## config.mk

```make
export PLATFORM = sky130hd
export DESIGN_NAME = insn_bkpt_unit
export DESIGN_NICKNAME = d
export VERILOG_FILES = /design/src/rtl/insn_bkpt_unit.sv
export SDC_FILE = /design/constraint.sdc
export NUM_CORES = 1
export LEC_CHECK = 0
export BUFFER_PORTS_ARGS = -buffer_cell sky130_fd_sc_hd__buf_2
export CAP_MARGIN = 5
export CELL_PAD_IN_SITES_DETAIL_PLACEMENT = 0
export CELL_PAD_IN_SITES_GLOBAL_PLACEMENT = 1
export CORE_MARGIN = 1.5
export CORE_UTILIZATION = 36
export CTS_BUF_LIST = sky130_fd_sc_hd__clkbuf_4 sky130_fd_sc_hd__clkbuf_8 sky130_fd_sc_hd__clkbuf_16
export CTS_CLUSTER_SIZE = 40
export DETAILED_ROUTE_END_ITERATION = 8
export PLACE_DENSITY = 0.81
export SLEW_MARGIN = 10
export SYNTH_ARGS = -nofsm -noshare
export SYNTH_HDL_FRONTEND = slang
export SYNTH_SLANG_ARGS = --single-unit
export TNS_END_PERCENT = 10
```

## constraint.sdc

```tcl
create_clock -name clk -period 1.8 [get_ports clk]
set_clock_uncertainty 0.15 [all_clocks]
set_input_delay 0.36 -clock clk [delete_from_list [all_inputs] [get_ports clk]]
set_output_delay 0.36 -clock clk [all_outputs]
set_load 0.01 [all_outputs]
```

## src/rtl/insn_bkpt_unit.sv

```systemverilog
module insn_bkpt_unit #(
  parameter int IW = 32,
  parameter int AW = 2
) (
  input  logic          clk,
  input  logic          rst_n,
  input  logic          fq_valid,
  input  logic [IW-1:0] fq_insn,
  output logic          ex_stall,
  output logic          ex_issue,
  input  logic          host_we,
  input  logic [AW-1:0] host_addr,
  input  logic [IW-1:0] host_wdata,
  output logic [IW-1:0] host_rdata
);

  localparam logic [AW-1:0] A_PAT  = AW'(0);
  localparam logic [AW-1:0] A_MSK  = AW'(1);
  localparam logic [AW-1:0] A_CTL  = AW'(2);
  localparam logic [AW-1:0] A_STAT = AW'(3);

  logic [IW-1:0] pat_q, msk_q;
  logic          en_q, hit_q, skip_q;

  wire wr_ctl    = host_we && host_addr == A_CTL;
  wire clr_cmd   = wr_ctl && host_wdata[1];
  wire match     = ((fq_insn ^ pat_q) & ~msk_q) == '0;
  wire fresh_hit = en_q && fq_valid && !skip_q && !hit_q && match;

  assign ex_stall = fq_valid && (hit_q || fresh_hit);
  assign ex_issue = fq_valid && !ex_stall;

  always_ff @(posedge clk or negedge rst_n) begin
    if (!rst_n) begin
      pat_q <= '0;
      msk_q <= '0;
      en_q  <= 1'b0;
    end else if (host_we) begin
      if (host_addr == A_PAT) pat_q <= host_wdata;
      if (host_addr == A_MSK) msk_q <= host_wdata;
      if (host_addr == A_CTL) en_q  <= host_wdata[0];
    end
  end

  always_ff @(posedge clk or negedge rst_n) begin
    if (!rst_n) begin
      hit_q  <= 1'b0;
      skip_q <= 1'b0;
    end else begin
      if (clr_cmd) begin
        hit_q  <= 1'b0;
        skip_q <= hit_q;
      end else begin
        if (fresh_hit) hit_q <= 1'b1;
        if (ex_issue) skip_q <= 1'b0;
      end
    end
  end

  always_comb begin
    host_rdata = '0;
    case (host_addr)
      A_PAT:   host_rdata = pat_q;
      A_MSK:   host_rdata = msk_q;
      A_CTL:   host_rdata[0] = en_q;
      A_STAT:  host_rdata[0] = hit_q;
      default: host_rdata = '0;
    endcase
  end


  hold_persist_chk: assert property (@(posedge clk) disable iff (!rst_n)
    (hit_q && !clr_cmd) |=> hit_q);


  hold_stall_chk: assert property (@(posedge clk) disable iff (!rst_n)
    (hit_q && fq_valid) |-> ex_stall);


  clear_release_chk: assert property (@(posedge clk) disable iff (!rst_n)
    clr_cmd |=> !hit_q);


  disabled_quiet_chk: assert property (@(posedge clk) disable iff (!rst_n)
    (!en_q && !hit_q) |=> !hit_q);


  stall_needs_valid_chk: assert property (@(posedge clk) disable iff (!rst_n)
    ex_stall |-> fq_valid);


  single_issue_chk: assert property (@(posedge clk) disable iff (!rst_n)
    (skip_q && ex_issue && !clr_cmd) |=> !skip_q);

endmodule

```

[Word-level counts from Yosys, hierarchy flattened]
Cells that the tools add are included.
Word-level totals
  flip-flop bits (word level): 67
  memory bits (read-only): 0
  output and inout bits: 34
  bits of input ports: 70
  memories: 0
  RAM bits: 0
  latch bits: 0
Operators by class
  order comparisons: 0
  mux-type cells: 6
  shifts and indexed selects: 0
  div/mod/pow operators: 0
  multipliers: 0
  reduce and logical (&&, ||, !) cells: 19
  add/sub/neg operators: 0
  equality and inequality tests: 3
  bitwise logic cells: 3
Operator list (number)
  $pmux 31 s2: 1
  $and 32x32->32: 1
  $logic_not 32->1: 1
  $not 32->32: 1
  $xor 32x32->32: 1
  $logic_and 1x1->1: 8
  $reduce_and 2->1: 3
  $eq 2x2->1 const B: 2
  $mux 1: 4
  $pmux 1 s4: 1
  $reduce_bool 2->1: 2
  $logic_not 1->1: 3
  $eq 2x1->1 const B: 1
  $logic_not 2->1: 1
  $logic_or 1x1->1: 1

[Longest topological paths before layout]
Gate-level depths: netlist of the first run.
  depth after elaboration: 10
  depth in mapped cells: 6
  gate-level depth less buffers: 5

[Worst setup path before layout of the first run]
No wires, ideal clock.
  kind: reg2out
  start: reg pat_q[17]
  end: out ex_stall
  path slack: -180 ps
  stages on the path, launching flop included: 6
  required time: 1290 ps
  data arrival time: 1470 ps
  cell sequence: dfrtp_1 > xnor2_1 > o22ai_1 > nor4_1 > nand3_1 > o31ai_1
On the way
  cells in the longest elaborated chain, start to end: 6
RTL lines
  start: declaration: line 22  | logic [IW-1:0] pat_q, msk_q;
  start signal: assignment: line 39  | if (host_addr == A_PAT) pat_q <= host_wdata;
  $xor 32x32->32: line 27  | wire match = ((fq_insn ^ pat_q) & ~msk_q) == '0;
  $and 32x32->32: line 27
  $logic_not 32->1: line 27
  $logic_and 1x1->1: line 28  | wire fresh_hit = en_q && fq_valid && !skip_q && !hit_q && match;
  $logic_or 1x1->1: line 30  | assign ex_stall = fq_valid && (hit_q || fresh_hit);
  $logic_and 1x1->1: line 30
  end: declaration: line 9  | output logic ex_stall,
No other way between the ends.

[Final worst setup path of the first run]
  start: reg pat_q[20]
  end: out ex_stall
The elaborated chain is that of the path after synthesis.

==> results of run 1 <==
==> cell usage in the layout, fill, tap and decap left out, types with 2 or more instances in the layout <==
cell	n
o22ai_1	12
clkinv_2	2
buf_2	101
clkbuf_8	9
dfrtp_1	67
o22ai_2	3
mux2i_1	32
inv_1	3
buf_4	59
buf_12	6
clkbuf_4	4
o31ai_2	2
nand2_1	4
xnor2_2	5
nor4_2	3
mux2_2	64
nand3b_1	2
xnor2_1	27
nor2_1	34
clkinv_4	2
==> Yosys cell counts <==
| library cell | instances |
|---|---|
| dfrtp_1 | 67 |
| mux2_2 | 64 |
| nor2_1 | 34 |
| mux2i_1 | 32 |
| xnor2_1 | 32 |
| o22ai_1 | 15 |
| buf_2 | 8 |
| nand2_1 | 4 |
| nor4_1 | 4 |
| buf_4 | 3 |
| clkbuf_1 | 3 |
| inv_1 | 3 |
| nand3_1 | 2 |
| nand3b_1 | 2 |
| a211oi_1 | 1 |
| a31oi_1 | 1 |
| clkbuf_2 | 1 |
| mux2_1 | 1 |
| mux4_2 | 1 |
| nand2b_1 | 1 |
| nor2b_1 | 1 |
| nor2b_2 | 1 |
| o21a_1 | 1 |
| o31ai_1 | 1 |
| o31ai_2 | 1 |
==> where the power goes <==
part,internal (mW),switching (mW),total (mW)
clock network,0.547,0.566,1.11
registers,1.78,0.207,1.99
logic,0.913,0.620,1.53
==> layer usage <==
layer	track usage, %	wire [µm]	vias up
li1	-	-	1337
met4	8.868	210	0
met5	0	0	-
met2	28.86	4245	86
met1	22.89	3826	1331
met3	4.555	466	16
==> cells by family after synthesis <==
kind of cell,Yosys count
mux,98
xor+xnor,32
buf+inv,18
compound gates,20
flops,67
simple gates,49
==> state kept, by name (all words and copies together) (netlist names) <==
register,count
msk_q,32
pat_q,32
en_q,1
hit_q,1
skip_q,1
==> timing repair <==
action	CTS	global route
gates resized for setup	7	10
hold buffers	1	0
hold endpoints to repair	67	0
buffers inserted	7	3
pin swaps	12	10
endpoints found under the setup margin	5	6
==> metrics by stage <==
stage / utilization (%) / cells
2_1_floorplan: - / 284
3_3_place_gp: 49.22 / 556
3_5_place_dp: 49.22 / 556
4_1_cts: 52.24 / 580
5_1_grt: 53.21 / 583
6_report: 53.21 / 583
==> worst max path at each step <==
stage	from	endpoint	slack, ns	cells after the start
global placement	fq_insn[16]	ex_stall	-0.62	8
CTS	pat_q[5]$_DFFE_PN0P_	ex_stall	-0.73	7
floorplan	pat_q[17]$_DFFE_PN0P_	ex_stall	-0.11	5
detailed placement	fq_insn[16]	ex_stall	-0.63	8
global route	pat_q[5]$_DFFE_PN0P_	ex_stall	-0.78	7
finish	pat_q[20]$_DFFE_PN0P_	ex_stall	-0.62	7
==> final cells by class <==
| cell class | instances | area [µm²] | share of cell area (%) |
|---|---|---|---|
| multi-input cells | 199 | 1819 | 36.83 |
| repair buffers | 169 | 1097 | 22.21 |
| clock inverters | 4 | 27.53 | 0.5572 |
| inverters | 3 | 11.26 | 0.2280 |
| well taps | 129 | 161.4 | 3.267 |
| clock buffers | 12 | 146.4 | 2.964 |
| flip-flops and latches | 67 | 1677 | 33.94 |
==> critical path, cell delays in order, from the launching register on <==
cell and delay [ns]:
dfrtp_1 0.43, xnor2_2 0.17, o22ai_2 0.13, nor4_2 0.27
buf_4 0.18, nand3_4 0.07, o31ai_2 0.16, buf_2 0.16
==> key figures, run 1 <==
Outcome
  • Status: finished, violations left
  • Failing checks: negative setup slack

Worst setup path
  • R2r worst-path depth: 8
  • Arrival @ worst endpoint: about 1.9 ns
  • Worst EP required: about 1.3 ns
  • FF-to-FF Start: pat_q[20]$_DFFE_PN0P_
  • Reg2reg end: hit_q$_DFFE_PN0P_
  • Register-to-Register Setup Slack: -0.11 ns
  • Critical path endpoint category: primary output
  • Startpoint Class: flip-flop
  • Critical path class: reg2out
  • CP max FO: 3

Clock network
  • H-tree depth: 3
  • TritonCTS clock tree: yes
  • Clock-pin slew on the worst setup and hold paths: 0.07 ns
  • Sink Count: 67
  • Clock Latency Late Sink: about 0.34 ns
  • Root Buffer: clkbuf_8
  • TritonCTS buffer count: 9
  • Max Root-Sink Buffers: 2

STA
  • RSZ-0062 raised after global routing: yes
  • Setup violators final: 4
  • Fmax: 413.6 MHz
  • Worst slew margin: 75.92%
  • Period utilization: 134.3%
  • Tmin final: 2.418 ns
  • Worst Slack Setup Final: -0.6180 ns
  • Worst slew pin tran: 0.3612 ns
  • Final TNS setup: -1.511 ns
  • Worst Hold Slack: ~0.11 ns
  • Endpoints failing hold: 0
  • Slew Viols, Final: 0

Detailed routing
  • DR pass1 iterations: 4
  • Post-DRT Antenna Nets: 0
  • Vias: 2,770
  • Remaining DRCs: 0
  • 1st-iter DRT viols: 37
  • DR vias/cell: 4.751
  • Drt wl/cell: roughly 15 µm
  • WL final: ~8700 µm

Yosys
  • Synthesized-area fraction occupied by ao, oa, aoi and oai cells: 3.893%
  • Area fraction of the dominant cell type after synthesis: 48.31%
  • Largest family of logic cells by synthesized area: multiplexers
  • Synthesized area: approximately 3500 µm²
  • Synth Area in Adders: 0%
  • Synth Area in Simple Gates: 6.164%
  • Biggest area consumer among synthesized cells: dfrtp_1
  • Gate Count Post-Synth: between 200 and 300
  • Synth area leaders: dfrtp_1, mux2_2, mux2i_1, xnor2_1, nor2_1
  • Synth Register Bits: 67
  • Warnings, synthesis: 0
  • Count of cell types in the netlist: 25
  • Syn_area_per_cell: 12.22 µm²
  • Multiplexer share of the synthesized area: 30.97%
  • Sequential-to-total area share from yosys stat: about half
  • Synth Area in XOR/XNOR: slightly above 8%
  • Mapped Nets: 354

Floorplan
  • Initial core utilization: between 30 and 40%
  • Die height: roughly 100 µm
  • Area of the core: approximately 9300 µm²
  • Io pins: ~100
  • FP Rows: 35
  • Chip Width: just over 100 µm
  • Die Area: 10,240 µm²

Cells and area
  • Fill cells: about 830
  • Synth-to-Final Area Change: 42.32%
  • Design Area, Final: ~5000 µm²
  • Nets: ~520
  • Share of cells above drive strength 1: 58.59%
  • Ant. Diodes: 0

Global route
  • Tot GR Track Use: between 10% and 20%
  • Number of global-route vias before repair: 2,990
  • Largest net degree at the start of global routing: between 60 and 70
  • First-pass GRT wire length: ~14,000 µm
  • GRT overflow: 0
  • Initial antenna violation count: 0

Place
  • GP Congestion: around 0.79
  • Place WS: -0.6320 ns
  • IO Port Bufs: slightly above 100
  • Post-DP HPWL: between 6000 and 7000 µm
  • Dpl cell area: about 4600 µm²

Worst hold path
  • Hold Startpoint: host_wdata[9]
  • Worst Hold Class: in2reg
  • Number of cells on the worst hold path: 2
  • Hold EP: pat_q[9]$_DFFE_PN0P_

Run
  • Maxcap violations: 0

Power
  • Peak supply drop: between 0.0004 and 0.0005 V
  • Pwr Density: ~940 nW/µm²
  • Leakage power: roughly 2.4 nW
  • Final Power: ~4.6 mW
(Power assumes the default switching activity.)
==> run 2: changes to the inputs <==
--- a/config.mk
+++ b/config.mk
@@ -10,11 +10,11 @@
 export CELL_PAD_IN_SITES_DETAIL_PLACEMENT = 0
 export CELL_PAD_IN_SITES_GLOBAL_PLACEMENT = 1
 export CORE_MARGIN = 1.5
-export CORE_UTILIZATION = 36
+export CORE_UTILIZATION = 35
 export CTS_BUF_LIST = sky130_fd_sc_hd__clkbuf_4 sky130_fd_sc_hd__clkbuf_8 sky130_fd_sc_hd__clkbuf_16
 export CTS_CLUSTER_SIZE = 40
 export DETAILED_ROUTE_END_ITERATION = 8
-export PLACE_DENSITY = 0.81
+export PLACE_DENSITY = 0.8
 export SLEW_MARGIN = 10
 export SYNTH_ARGS = -nofsm -noshare
 export SYNTH_HDL_FRONTEND = slang
==> run 2 against run 1 <==
  * The run still ends with negative setup slack left
  * Routed wire length increased by 0.62%
  * Clock power about the same
  * Critical path depth decreased by 1
==> key figures, run 2 (synthesized netlist as in run 1, its figures left out) <==
Place
  • IO Port Bufs: 103 (unchanged)
  • Dpl cell area: 4559 µm² (-0.22%)
  • Placed cells: 563 (+1.3%)
  • Post-DP HPWL: 6444 µm (+2.9%)
  • GP Congestion: 0.7317 (-7.4%)

Floorplan
  • Chip Width: 102.6 µm (+1.4%)
  • Io pins: 104 (unchanged)
  • Die height: 102.6 µm (+1.4%)
  • Die Area: 10,520 µm² (+2.8%)
  • Area of the core: 9684 µm² (+4.3%)
  • FP Rows: 36 (+2.9%)
  • Initial core utilization: 35.84% (-1.5 points)

Cells and area
  • Final Non-Filler Cells: 585 (+0.34%)
  • Share of cells above drive strength 1: 58.41% (-0.18 points)
  • Fill cells: 895 (+7.7%)
  • Largest registers: msk_q (32), pat_q (32)
  • Fin util: 50.59% (-2.6 points)
  • Design Area, Final: 4900 µm² (-0.81%)
  • Most common cell after layout, fill and taps aside: buf_2
  • Most frequent cells in the layout: buf_2, dfrtp_1, mux2_2
  • Ant. Diodes: 0 (unchanged)
  • Reg area: 1677 µm² (unchanged)
  • Synth-to-Final Area Change: 41.17%
  • Nets: 518 (-0.19%)
  • Multi-input gate area in the final layout: 1813 µm² (-0.34%)

Detailed routing
  • WL final: 8803 µm (+0.62%)
  • 1st-iter DRT viols: 25 (-32%)
  • DR pass1 iterations: 4 (unchanged)
  • Drt wl/cell: 15.05 µm (+0.27%)
  • Vias: 2,767 (-0.11%)
  • DR vias/cell: 4.730 (-0.45%)
  • Post-DRT Antenna Nets: 0 (unchanged)
  • Remaining DRCs: 0 (unchanged)

STA
  • Tmin final: 2.491 ns (+0.07265 ns)
  • Fmax: 401.5 MHz (-2.9%)
  • Setup violators final: 5 (+1)
  • Worst slew pin tran: 0.3695 ns (+0.008338 ns)
  • Final TNS setup: -1.773 ns (-0.2624 ns)
  • Endpoints failing hold: 0 (unchanged)
  • Slew Viols, Final: 0 (unchanged)
  • Worst Slack Setup Final: -0.6907 ns (-0.07265 ns)
  • Period utilization: 138.4% (+4.0 points)
  • RSZ-0062 raised after global routing: yes
  • Worst slew margin: 75.37% (-0.56 points)

Power
  • Pwr Density: 937.2 nW/µm² (-0.15%)
  • Peak supply drop: 0.0004090 V (-13%)
  • Leakage power: 2.353 nW (-1.0%)

Worst setup path
  • Critical path endpoint category: primary output
  • Critical path class: reg2out
  • Startpoint Class: flip-flop
  • CP max FO: 3 (unchanged)
  • Arrival @ worst endpoint: 1.98 ns (+0.07 ns)
  • Worst EP required: 1.29 ns (about the same)

Global route
  • Largest net degree at the start of global routing: 68 (unchanged)
  • Number of global-route vias before repair: 2,817 (-5.8%)
  • Initial antenna violation count: 0 (unchanged)
  • Tot GR Track Use: 17.43% (-0.62 points)
  • GRT overflow: 0 (unchanged)
  • First-pass GRT wire length: 13,720 µm (-3.4%)

Clock network
  • H-tree depth: 3 (unchanged)
  • TritonCTS buffer count: 9 (unchanged)
  • TritonCTS clock tree: yes
  • Sink Count: 67 (unchanged)
  • Clock Latency Late Sink: 0.34 ns (about the same)
  • Root Buffer: clkbuf_8
  • Clock-pin slew on the worst setup and hold paths: 0.07 ns (about the same)
  • Max Root-Sink Buffers: 2 (unchanged)

Worst hold path
  • Worst Hold Class: in2reg

Outcome
  • Failing checks: negative setup slack
  • Status: finished, violations left

Run
  • Maxcap violations: 0 (unchanged)
## run 2: area by class of cell
class	instances	area share [%]
Timing Repair Buffer	168	21.73
Tap cell	133	3.396
Clock inverter	3	0.3064
Sequential cell	67	34.22
Clock buffer	12	3.115
Multi-Input combinational cell	199	37.00
Inverter	3	0.2298
## run 2: path summary, 6_finish.rpt
| kind | startpoint | endpoint | slack (ns) | cells after the start |
|---|---|---|---|---|
| setup / recovery | pat_q[28]$_DFFE_PN0P_ | ex_stall | -0.69 | 6 |
| hold / removal | host_wdata[11] | msk_q[11]$_DFFE_PN0P_ | 0.11 | 2 |
| setup reg to reg | pat_q[28]$_DFFE_PN0P_ | hit_q$_DFFE_PN0P_ | -0.19 | 7 |
| hold reg to reg | msk_q[24]$_DFFE_PN0P_ | msk_q[24]$_DFFE_PN0P_ | 0.39 | 1 |
| max in group asynchronous | rst_n | pat_q[15]$_DFFE_PN0P_ | 0.77 | 3 |
| min in group asynchronous | rst_n | pat_q[21]$_DFFE_PN0P_ | 0.43 | 3 |
## run 2: per-layer routing
layer	global-route usage, %	routed length (µm)	part of all wire [%]
met1	21.83	3815	43
met2	29.95	4524	51
met3	3.661	390	4.4
met4	6.006	73	0.83
met5	0	0	0
## run 2: what timing repair did
action | in CTS | in global routing
endpoints found under the hold margin | 67 | 0
pin swaps | 12 | 8
endpoints found under the setup margin | 5 | 14
buffers inserted | 5 | 1
gates cloned | 0 | 0
gates resized for setup | 13 | 7
hold buffers | 1 | 0
## run 2: worst max-delay path, stage by stage, from the launching register on
cell and delay, ns:
dfrtp_1 0.40, xnor2_1 0.18, o22ai_1 0.11, nor4_2 0.37, nand2_2 0.15, o31ai_4 0.27, buf_2 0.17
## run 2: power by group
group | total, mW | leakage (nW) | switching, mW | internal [mW]
logic | 1.51 | 1.46 | 0.605 | 0.905
registers | 1.99 | 0.797 | 0.204 | 1.78
clock network | 1.09 | 0.0928 | 0.539 | 0.554
total | 4.59 | 2.35 | 1.35 | 3.24
## run 2: metrics by stage
step / hold WS (ns) / total power, mW / setup WS, ns
detailed placement: 0.2642 / 3.426 / -0.5791
global placement: 0.2630 / 3.378 / -0.5900
finish: 0.1149 / 4.592 / -0.6907
global route: 0.09954 / 4.883 / -0.8126
CTS: 0.09268 / 4.637 / -0.7401
floorplan: -0.08559 / 2.730 / -0.1094
